## src/rtl/rdwait_pkg.sv

```systemverilog
package rdwait_pkg;
  typedef enum logic [2:0] {
    SPC_EXT    = 3'd0,
    SPC_DRAM   = 3'd1,
    SPC_MUXIO  = 3'd2,
    SPC_PERIPH = 3'd3,
    SPC_ONCHIP = 3'd4
  } space_e;
endpackage

```

## src/rtl/rdwait_cfg.sv

```systemverilog
module rdwait_cfg #(
  parameter int AREAS = 8,
  parameter int LW_W  = 2,
  localparam int REG_W = 2 * AREAS
) (
  input  logic             clk_i,
  input  logic             rst_ni,
  input  logic             cfg_we_i,
  input  logic [REG_W-1:0] cfg_wdata_i,
  input  logic             lw_we_i,
  input  logic [LW_W-1:0]  lw_wdata_i,
  input  logic             area1_dram_i,
  output logic [AREAS-1:0] rw_o,
  output logic             ww1_o,
  output logic [LW_W-1:0]  lw_o
);
  always_ff @(posedge clk_i or negedge rst_ni) begin
    if (!rst_ni) begin
      rw_o  <= '1;
      ww1_o <= 1'b1;
      lw_o  <= '1;
    end else begin
      if (cfg_we_i) begin
        rw_o  <= cfg_wdata_i[REG_W-1:AREAS];
        // clearing is legal only for a DRAM area 1
        ww1_o <= cfg_wdata_i[1] | ~area1_dram_i;
      end
      if (lw_we_i) lw_o <= lw_wdata_i;
    end
  end
endmodule

```

## src/rtl/rdwait_sync.sv

```systemverilog
module rdwait_sync #(
  parameter int STAGES = 2
) (
  input  logic clk_i,
  input  logic rst_ni,
  input  logic d_i,
  output logic q_o
);
  generate
    if (STAGES == 0) begin : g_bypass
      assign q_o = d_i;
    end else begin : g_chain
      logic [STAGES-1:0] sr_q;
      always_ff @(posedge clk_i or negedge rst_ni) begin
        if (!rst_ni) sr_q <= '1;
        else         sr_q <= {sr_q[STAGES-2+1-1:0], d_i} >> 0;
      end
      assign q_o = sr_q[STAGES-1];
    end
  endgenerate
endmodule

```

## src/rtl/rdwait_len.sv

```systemverilog
module rdwait_len
  import rdwait_pkg::*;
#(
  parameter int          AREAS      = 8,
  parameter int          LW_W       = 2,
  parameter int          PERIPH_CYC = 3,
  parameter int          MUX_CYC    = 4,
  parameter int          CNT_W      = 4,
  parameter logic [AREAS-1:0] LONG_MASK = 8'b0100_0101,
  localparam int         AW         = $clog2(AREAS)
) (
  input  logic [2:0]       space_i,
  input  logic [AW-1:0]    area_i,
  input  logic [AREAS-1:0] rw_i,
  input  logic [LW_W-1:0]  lw_i,
  output logic [CNT_W-1:0] len_o,
  output logic             samp_o
);
  space_e     spc;
  logic       rw_bit;
  logic       long_grp;
  logic [CNT_W-1:0] lw_len;

  assign spc      = space_e'(space_i);
  assign rw_bit   = rw_i[area_i];
  assign long_grp = LONG_MASK[area_i];
  assign lw_len   = CNT_W'(1) + CNT_W'(lw_i);

  always_comb begin
    len_o  = CNT_W'(1);
    samp_o = 1'b0;
    unique case (spc)
      SPC_EXT: begin
        if (long_grp) begin
          samp_o = rw_bit;
          if (rw_bit && lw_i == '0) len_o = CNT_W'(2);
          else                      len_o = lw_len;
        end else if (rw_bit) begin
          samp_o = 1'b1;
          len_o  = CNT_W'(2);
        end
      end
      SPC_DRAM: begin
        samp_o = rw_bit;
        len_o  = rw_bit ? CNT_W'(2) : CNT_W'(1);
      end
      SPC_MUXIO: begin
        samp_o = 1'b1;
        len_o  = CNT_W'(MUX_CYC);
      end
      SPC_PERIPH: len_o = CNT_W'(PERIPH_CYC);
      default: ;
    endcase
  end
endmodule

```

## src/rtl/rdwait_fsm.sv

```systemverilog
module rdwait_fsm #(
  parameter int CNT_W = 4
) (
  input  logic             clk_i,
  input  logic             rst_ni,
  input  logic             req_i,
  input  logic [CNT_W-1:0] len_i,
  input  logic             samp_i,
  input  logic             wait_n_i,
  output logic             busy_o,
  output logic             done_o
);
  logic             busy_q;
  logic             samp_q;
  logic [CNT_W-1:0] cnt_q;
  logic             last;
  logic             hold;

  assign last   = busy_q && (cnt_q == CNT_W'(1));
  assign hold   = last && samp_q && !wait_n_i;
  assign done_o = last && !hold;
  assign busy_o = busy_q;

  always_ff @(posedge clk_i or negedge rst_ni) begin
    if (!rst_ni) begin
      busy_q <= 1'b0;
      samp_q <= 1'b0;
      cnt_q  <= '0;
    end else if (!busy_q) begin
      if (req_i) begin
        busy_q <= 1'b1;
        samp_q <= samp_i;
        cnt_q  <= len_i;
      end
    end else if (done_o) begin
      busy_q <= 1'b0;
    end else if (!last) begin
      cnt_q <= cnt_q - CNT_W'(1);
    end
  end
endmodule

```

## src/rtl/bus_rdwait_gen.sv

```systemverilog
module bus_rdwait_gen #(
  parameter int AREAS       = 8,
  parameter int LW_W        = 2,
  parameter int SYNC_STAGES = 2,
  parameter int PERIPH_CYC  = 3,
  parameter int MUX_CYC     = 4,
  localparam int AW         = $clog2(AREAS),
  localparam int REG_W      = 2 * AREAS,
  localparam int CNT_W      = $clog2(MUX_CYC + PERIPH_CYC + (1 << LW_W) + 1)
) (
  input  logic             clk_i,
  input  logic             rst_ni,
  input  logic             cfg_we_i,
  input  logic [REG_W-1:0] cfg_wdata_i,
  input  logic             lw_we_i,
  input  logic [LW_W-1:0]  lw_wdata_i,
  input  logic             area1_dram_i,
  output logic [REG_W-1:0] cfg_o,
  input  logic             req_i,
  input  logic [2:0]       space_i,
  input  logic [AW-1:0]    area_i,
  input  logic             wait_ni,
  output logic             busy_o,
  output logic             done_o
);
  logic [AREAS-1:0] rw;
  logic             ww1;
  logic [LW_W-1:0]  lw;
  logic [CNT_W-1:0] len;
  logic             samp;
  logic             wait_n_s;

  rdwait_cfg #(.AREAS(AREAS), .LW_W(LW_W)) u_cfg (
    .clk_i, .rst_ni, .cfg_we_i, .cfg_wdata_i, .lw_we_i, .lw_wdata_i,
    .area1_dram_i, .rw_o(rw), .ww1_o(ww1), .lw_o(lw)
  );

  rdwait_sync #(.STAGES(SYNC_STAGES)) u_sync (
    .clk_i, .rst_ni, .d_i(wait_ni), .q_o(wait_n_s)
  );

  rdwait_len #(
    .AREAS(AREAS), .LW_W(LW_W), .PERIPH_CYC(PERIPH_CYC),
    .MUX_CYC(MUX_CYC), .CNT_W(CNT_W)
  ) u_len (
    .space_i, .area_i, .rw_i(rw), .lw_i(lw), .len_o(len), .samp_o(samp)
  );

  rdwait_fsm #(.CNT_W(CNT_W)) u_fsm (
    .clk_i, .rst_ni, .req_i, .len_i(len), .samp_i(samp),
    .wait_n_i(wait_n_s), .busy_o, .done_o
  );

  assign cfg_o = {rw, {(AREAS-2){1'b1}}, ww1, 1'b1};
endmodule

```

## config.mk

```make
export PLATFORM = sky130hd
export DESIGN_NAME = bus_rdwait_gen
export DESIGN_NICKNAME = d
export VERILOG_FILES = /design/src/rtl/rdwait_pkg.sv /design/src/rtl/rdwait_cfg.sv /design/src/rtl/rdwait_sync.sv /design/src/rtl/rdwait_len.sv /design/src/rtl/rdwait_fsm.sv /design/src/rtl/bus_rdwait_gen.sv
export SDC_FILE = /design/constraint.sdc
export NUM_CORES = 1
export LEC_CHECK = 0
export BUFFER_PORTS_ARGS = -buffer_cell sky130_fd_sc_hd__buf_4
export CAP_MARGIN = 20
export CORE_UTILIZATION = 41
export DETAILED_ROUTE_END_ITERATION = 6
export PLACE_DENSITY = 0.77
export SLEW_MARGIN = 20
export SYNTH_ARGS = -nofsm -noshare
export SYNTH_HDL_FRONTEND = slang
export SYNTH_SLANG_ARGS = --single-unit
export TNS_END_PERCENT = 1
```

## constraint.sdc

```tcl
create_clock -name clk_i -period 1.4 [get_ports clk_i]
set_input_delay 0.28 -clock clk_i [delete_from_list [all_inputs] [get_ports clk_i]]
set_output_delay 0.28 -clock clk_i [all_outputs]
set_load 0.02 [all_outputs]
```

* Word level (Yosys, flattened, before mapping)
Memory sizes are Yosys's and may differ from the RTL's.
Cells that the tools add are included.
** Word-level totals
- ROM bits :: 8
- Word-level logic and storage cells :: 49
- Memories :: 1
- Register bits after elaboration :: 19
** Memory list
- (no name shown) :: depth 8, width 1, rd ports 1, clocked after memory_dff 0, write ports 0, RTL line rdwait_len.sv:26 : assign long_grp = LONG_MASK[area_i];
** Cells by class
- Magnitude comparators :: 1
- Mux-type cells :: 17
- Bitwise logic cells :: 3
- Add/sub/neg operators :: 2
- Equality and inequality tests :: 6
- Reduce and logical (&&, ||, !) cells :: 12
** Operators with widths (number)
- $mux 4 :: 6
- $pmux 4 s4 :: 1
- $mux 1 :: 7
- $eq 3x2->1 const B :: 2
- $logic_and 1x1->1 :: 5
- $eq 4x1->1 const B :: 1
- $lt 3x4->1 const B :: 1
- $ne 2x2->1 const B :: 2
- $sub 4x1->4 const B :: 1
- $add 1x2->3 const A :: 1
- $bmux 1 s3 :: 1
- $eq 3x1->1 const B :: 1
- $logic_not 3->1 :: 1
- $pmux 1 s3 :: 1
- $reduce_and 3->1 :: 1
- $logic_not 1->1 :: 2
- $logic_not 2->1 :: 1
- $mux 2 :: 1
- $not 1->1 :: 2
- $reduce_and 2->1 :: 1
- $reduce_bool 2->1 :: 1
- $or 1x1->1 :: 1

* Logic depth before layout (Yosys ltp)
- Depth in word-level cells :: 8
- Depth in mapped cells :: 6

* Cells and area by module
A second synthesis with hierarchy kept.
** Unflattened totals
- Cell total of the unflattened synthesis :: 103
- Area total of the unflattened synthesis :: 1181.1 um2
** Modules (own cells, without submodules)
- rdwait_cfg :: sequential area each 289.0 um2, cells an instance 25, times used 1, area an instance 456.7 um2
- rdwait_fsm :: sequential area each 150.1 um2, cells an instance 35, times used 1, area an instance 347.8 um2
- rdwait_len :: sequential area each 0.0 um2, cells an instance 32, times used 1, area an instance 260.2 um2
- bus_rdwait_gen :: sequential area each 0.0 um2, cells an instance 9, times used 1, area an instance 63.8 um2
- rdwait_sync :: sequential area each 52.6 um2, cells an instance 2, times used 1, area an instance 52.6 um2

* Worst setup path before layout
No wires, ideal clock.
- Path type :: register to output
- Start :: register u_fsm.cnt_q[1]
- End :: output done_o
- Data required time :: 1.120 ns
- Setup slack :: -0.363 ns
- Data arrival time :: 1.483 ns
- Stages on the path, launching flop included :: 6
- Path through :: dfrtp_1 > inv_1 > ha_1 > nor3b_1 > nand2_1 > a21oi_1
** On the way
- Longest elaborated chain between the ends :: 6
** Ends and longest elaborated chain
- from (decl) :: RTL line rdwait_fsm.sv:15 : logic [CNT_W-1:0] cnt_q;
- from (signal assigned) :: RTL line rdwait_fsm.sv:33 : cnt_q <= len_i;
- from (signal assigned) :: RTL line rdwait_fsm.sv:38 : cnt_q <= cnt_q - CNT_W'(1);
- $eq 4x1->1 (*) :: RTL line rdwait_fsm.sv:19 : assign last = busy_q && (cnt_q == CNT_W'(1));
- $logic_and 1x1->1 (*) :: RTL line rdwait_fsm.sv:19
- $logic_and 1x1->1 (2 in series) :: RTL line rdwait_fsm.sv:20 : assign hold = last && samp_q && !wait_n_i;
- $logic_not 1->1 :: RTL line rdwait_fsm.sv:21 : assign done_o = last && !hold;
- $logic_and 1x1->1 (*) :: RTL line rdwait_fsm.sv:21
- to (decl) :: RTL line bus_rdwait_gen.sv:24 : output logic done_o
Every way passes the cells marked *; elsewhere a longest branch is shown, timed or not.

* Final worst setup path
Same ends and word-level chain as after synthesis.

==> impl_results.md <==
- First-pass GRT wire length: 3840 um
- Remaining DRCs: 0
- CTS tree: done
- R2R depth: 4
- Ys Warns: 0
- Most frequent cells in the layout: 51 x buf_4, 13 x dfstp_2, 9 x mux2_2
- Post-Syn Area per Cell: 10.6 um2
- Final Max Tran Viols: 0
- Initial core utilization: 43.5%
- Synth Instances: 102
- Fraction of layout cells with a size suffix above 1: a little under three fifths
- Chip height: about 53 um
- Number of iterations in the first detailed-routing pass: 4
- CP peak stage delay: 400 ps
- Failing checks: setup timing
- Area grow syn2layout: 41.0%
- Kind of critical path: flip-flop to output port
- Cell family with most CP delay: flip-flops
- Placed Area: 1450 um2
- Antenna violations before repair: 0
- Gpl congestion: 0.768
- Max Cap Viol: 0
- Yosys cell types: 30
- GRT Total Usage: a little under a fifth
- Crit path launch type: flip-flop
- CP Capture Type: output port
- CP required: ~1100 ps
- Main area contributors after synthesis: dfstp_2 32%, dfrtp_1 14%, mux2_2 10%, buf_4 5.6%, mux4_1 4.9%
- Synth Cell Area: 1080 um2
- Setup violations, final: 4
- Slowest cell on the critical path: dfrtp_1
- Final Hold Vio Count: 0
- # fillers: 227
- Grt total ovfl: 0
- Type of the worst min-delay path: primary input to flip-flop
- Drt wl/cell: between 10 and 15 um
- Clock transition at the registers of the reported paths: 100 ps
- Drt total wl: 2290 um
- WP data arrival: 1440 ps
- Die width: 53.3 um
- Placed insts: 178
- CP Depth: 6
- Clock Tree Buf Depth: 2
- Most common cell after layout, fill and taps aside: buf_4
- Max IR drop VDD: approximately 0.85 mV
- Clock tree sinks: 19
- Total CTS buffers: 3
- Full die area: 2840 um2
- Register area share after synthesis: between 40% and 50%
- Hold path depth: 1
- Setup slack, reg-to-reg: -80 ps
- Post-layout util: 61.4%
- R2r startpoint: u_cfg.rw_o[5]
- Clock latency on the worst-skew pair: between 200 and 300 ps
- Worst r2r dst: u_fsm.cnt_q[0]
- Site row count: 18
- Vias/cell: about 5.0
- Port Buffers: 34
- CP bufs+invs: 2
- Minimum clock period after layout: 1720 ps
- DR iter-0 viols: 14
- Tcrit/Tclk final: 123%
- Static leakage: 0.000709 uW
- Crit Path Max Fanout: 2
- # H-tree levels: 1
- Vias in the first global route: 965
- Synth Register Bits: 19
- Crit path to: done_o
- Dpl hpwl: ~1800 um
- Crit path cell chain: inv_2, ha_4, nor3b_4, nand2_1, a21oi_2, buf_4
- Status: finished, violations left
- Worst Setup SP: u_fsm.cnt_q[1]
- Final Non-Filler Cells: around 180
- Core area: 2480 um2
- RSZ-0062 raised after global routing: true
- Clock skew: 7.62 ps
- Power Dens Cells: 1320 nW/um2
- Root Buffer: clkbuf_4
- Largest net degree at the start of global routing: 20
- N_diodes: 0
- Fmax: 581 MHz
- Top Ports: 49
- Vias after detailed routing: approximately 930
- Setup WS post-layout: -320 ps
- Final nets: 190
- Post-DRT Antenna Nets: 0
- Share of the synthesized area in the top cell type: 31.7%
- Post-Layout Inst Area: about 1500 um2
- Cell taking the most area after synthesis: dfstp_2
==> sequential cells by signal (all words and copies together) (netlist names) <==
name / flops
u_cfg.ww1_o: 1
u_fsm.samp_q: 1
u_fsm.cnt_q: 4
u_sync.g_chain.sr_q: 2
u_cfg.rw_o: 8
u_cfg.lw_o: 2
u_fsm.busy_o: 1
==> cell families after synthesis <==
kind of cell    count (synthesis)  synth area share [%]
xor+xnor                        2                  1.62
compound gates                 20                  11.7
mux                            12                  15.3
buf+inv                        18                  9.05
fa+ha+maj                       4                  4.64
flops                          19                  45.6
simple gates                   26                  11.7
other cells                     1                 0.348
==> routing by layer <==
metal	track usage (%)	up-vias	share of wire (%)
met1	19.9	444	40
met3	5.46	2	6.6
li1	-	444	-
met5	0	-	0
met2	34.2	36	53
met4	7.02	0	0.35
==> metrics by stage <==
stage               setup WS, ps  power, uW  hold slack (ps)  setup TNS [ps]
detailed placement          -176       1660              166            -439
CTS                         -343       2020             77.9            -495
finish                      -320       2000             92.4            -437
global route                -416       2160             65.9            -749
floorplan                  -90.2       1310            -15.6            -270
global placement            -138       1610              163            -336
==> synth_stat cells <==
cell type,instances
nand2_1,6
dfrtp_1,6
a31oi_1,3
nor2_1,9
a21oi_1,5
or2_2,1
nand2b_1,3
nor3b_1,1
buf_4,8
clkbuf_1,2
nand3_1,1
o31a_1,1
inv_1,8
o32a_1,1
ha_1,4
mux4_1,2
nor4b_1,1
nor2b_1,1
o31ai_1,1
o21ai_0,5
a21o_1,1
mux2_2,10
nor3_1,1
nand4_1,2
xnor2_1,2
o211ai_1,1
o21bai_1,1
dfstp_2,13
conb_1,1
a311oi_1,1
==> how the worst min path moves through the flow <==
stage / start / slack [ps] / endpoint
finish: wait_ni / 90 / u_sync.g_chain.sr_q[0]
floorplan: rst_ni / -20 / u_fsm.busy_o
global placement: rst_ni / 160 / u_fsm.cnt_q[3]
global route: wait_ni / 70 / u_sync.g_chain.sr_q[0]
detailed placement: rst_ni / 170 / u_fsm.cnt_q[3]
CTS: wait_ni / 80 / u_sync.g_chain.sr_q[0]
==> report_power, final <==
group          leakage [uW]  total, uW  switching, uW  internal (uW)
Sequential         0.000208        793            105            688
Clock             0.0000150        272            161            111
Combinational      0.000487        939            410            529
==> worst reg2reg max path, delay by kind of cell, from the launching register on <==
kind,cells,cell delay [ps]
mux,2,760
flops,1,380
compound gates,2,270
==> final cells by class <==
type	instances	area (um2)	share of cell area, %
clock buffer	4	26.3	1.73
inverter	8	30.0	1.98
multi-input combinational	71	542	35.6
sequential	19	492	32.3
tap	30	37.5	2.47
timing repair buffer	52	393	25.8
==> repair_timing <==
action | in CTS | in global routing
gates resized for setup | 6 | 2
endpoints found under the hold margin | 6 | 0
buffers inserted | 1 | 0
cloned | 0 | 0
setup endpoints to repair | 4 | 6
pin swaps | 4 | 2
hold buffers | 1 | 0
(Power assumes the default switching activity.)
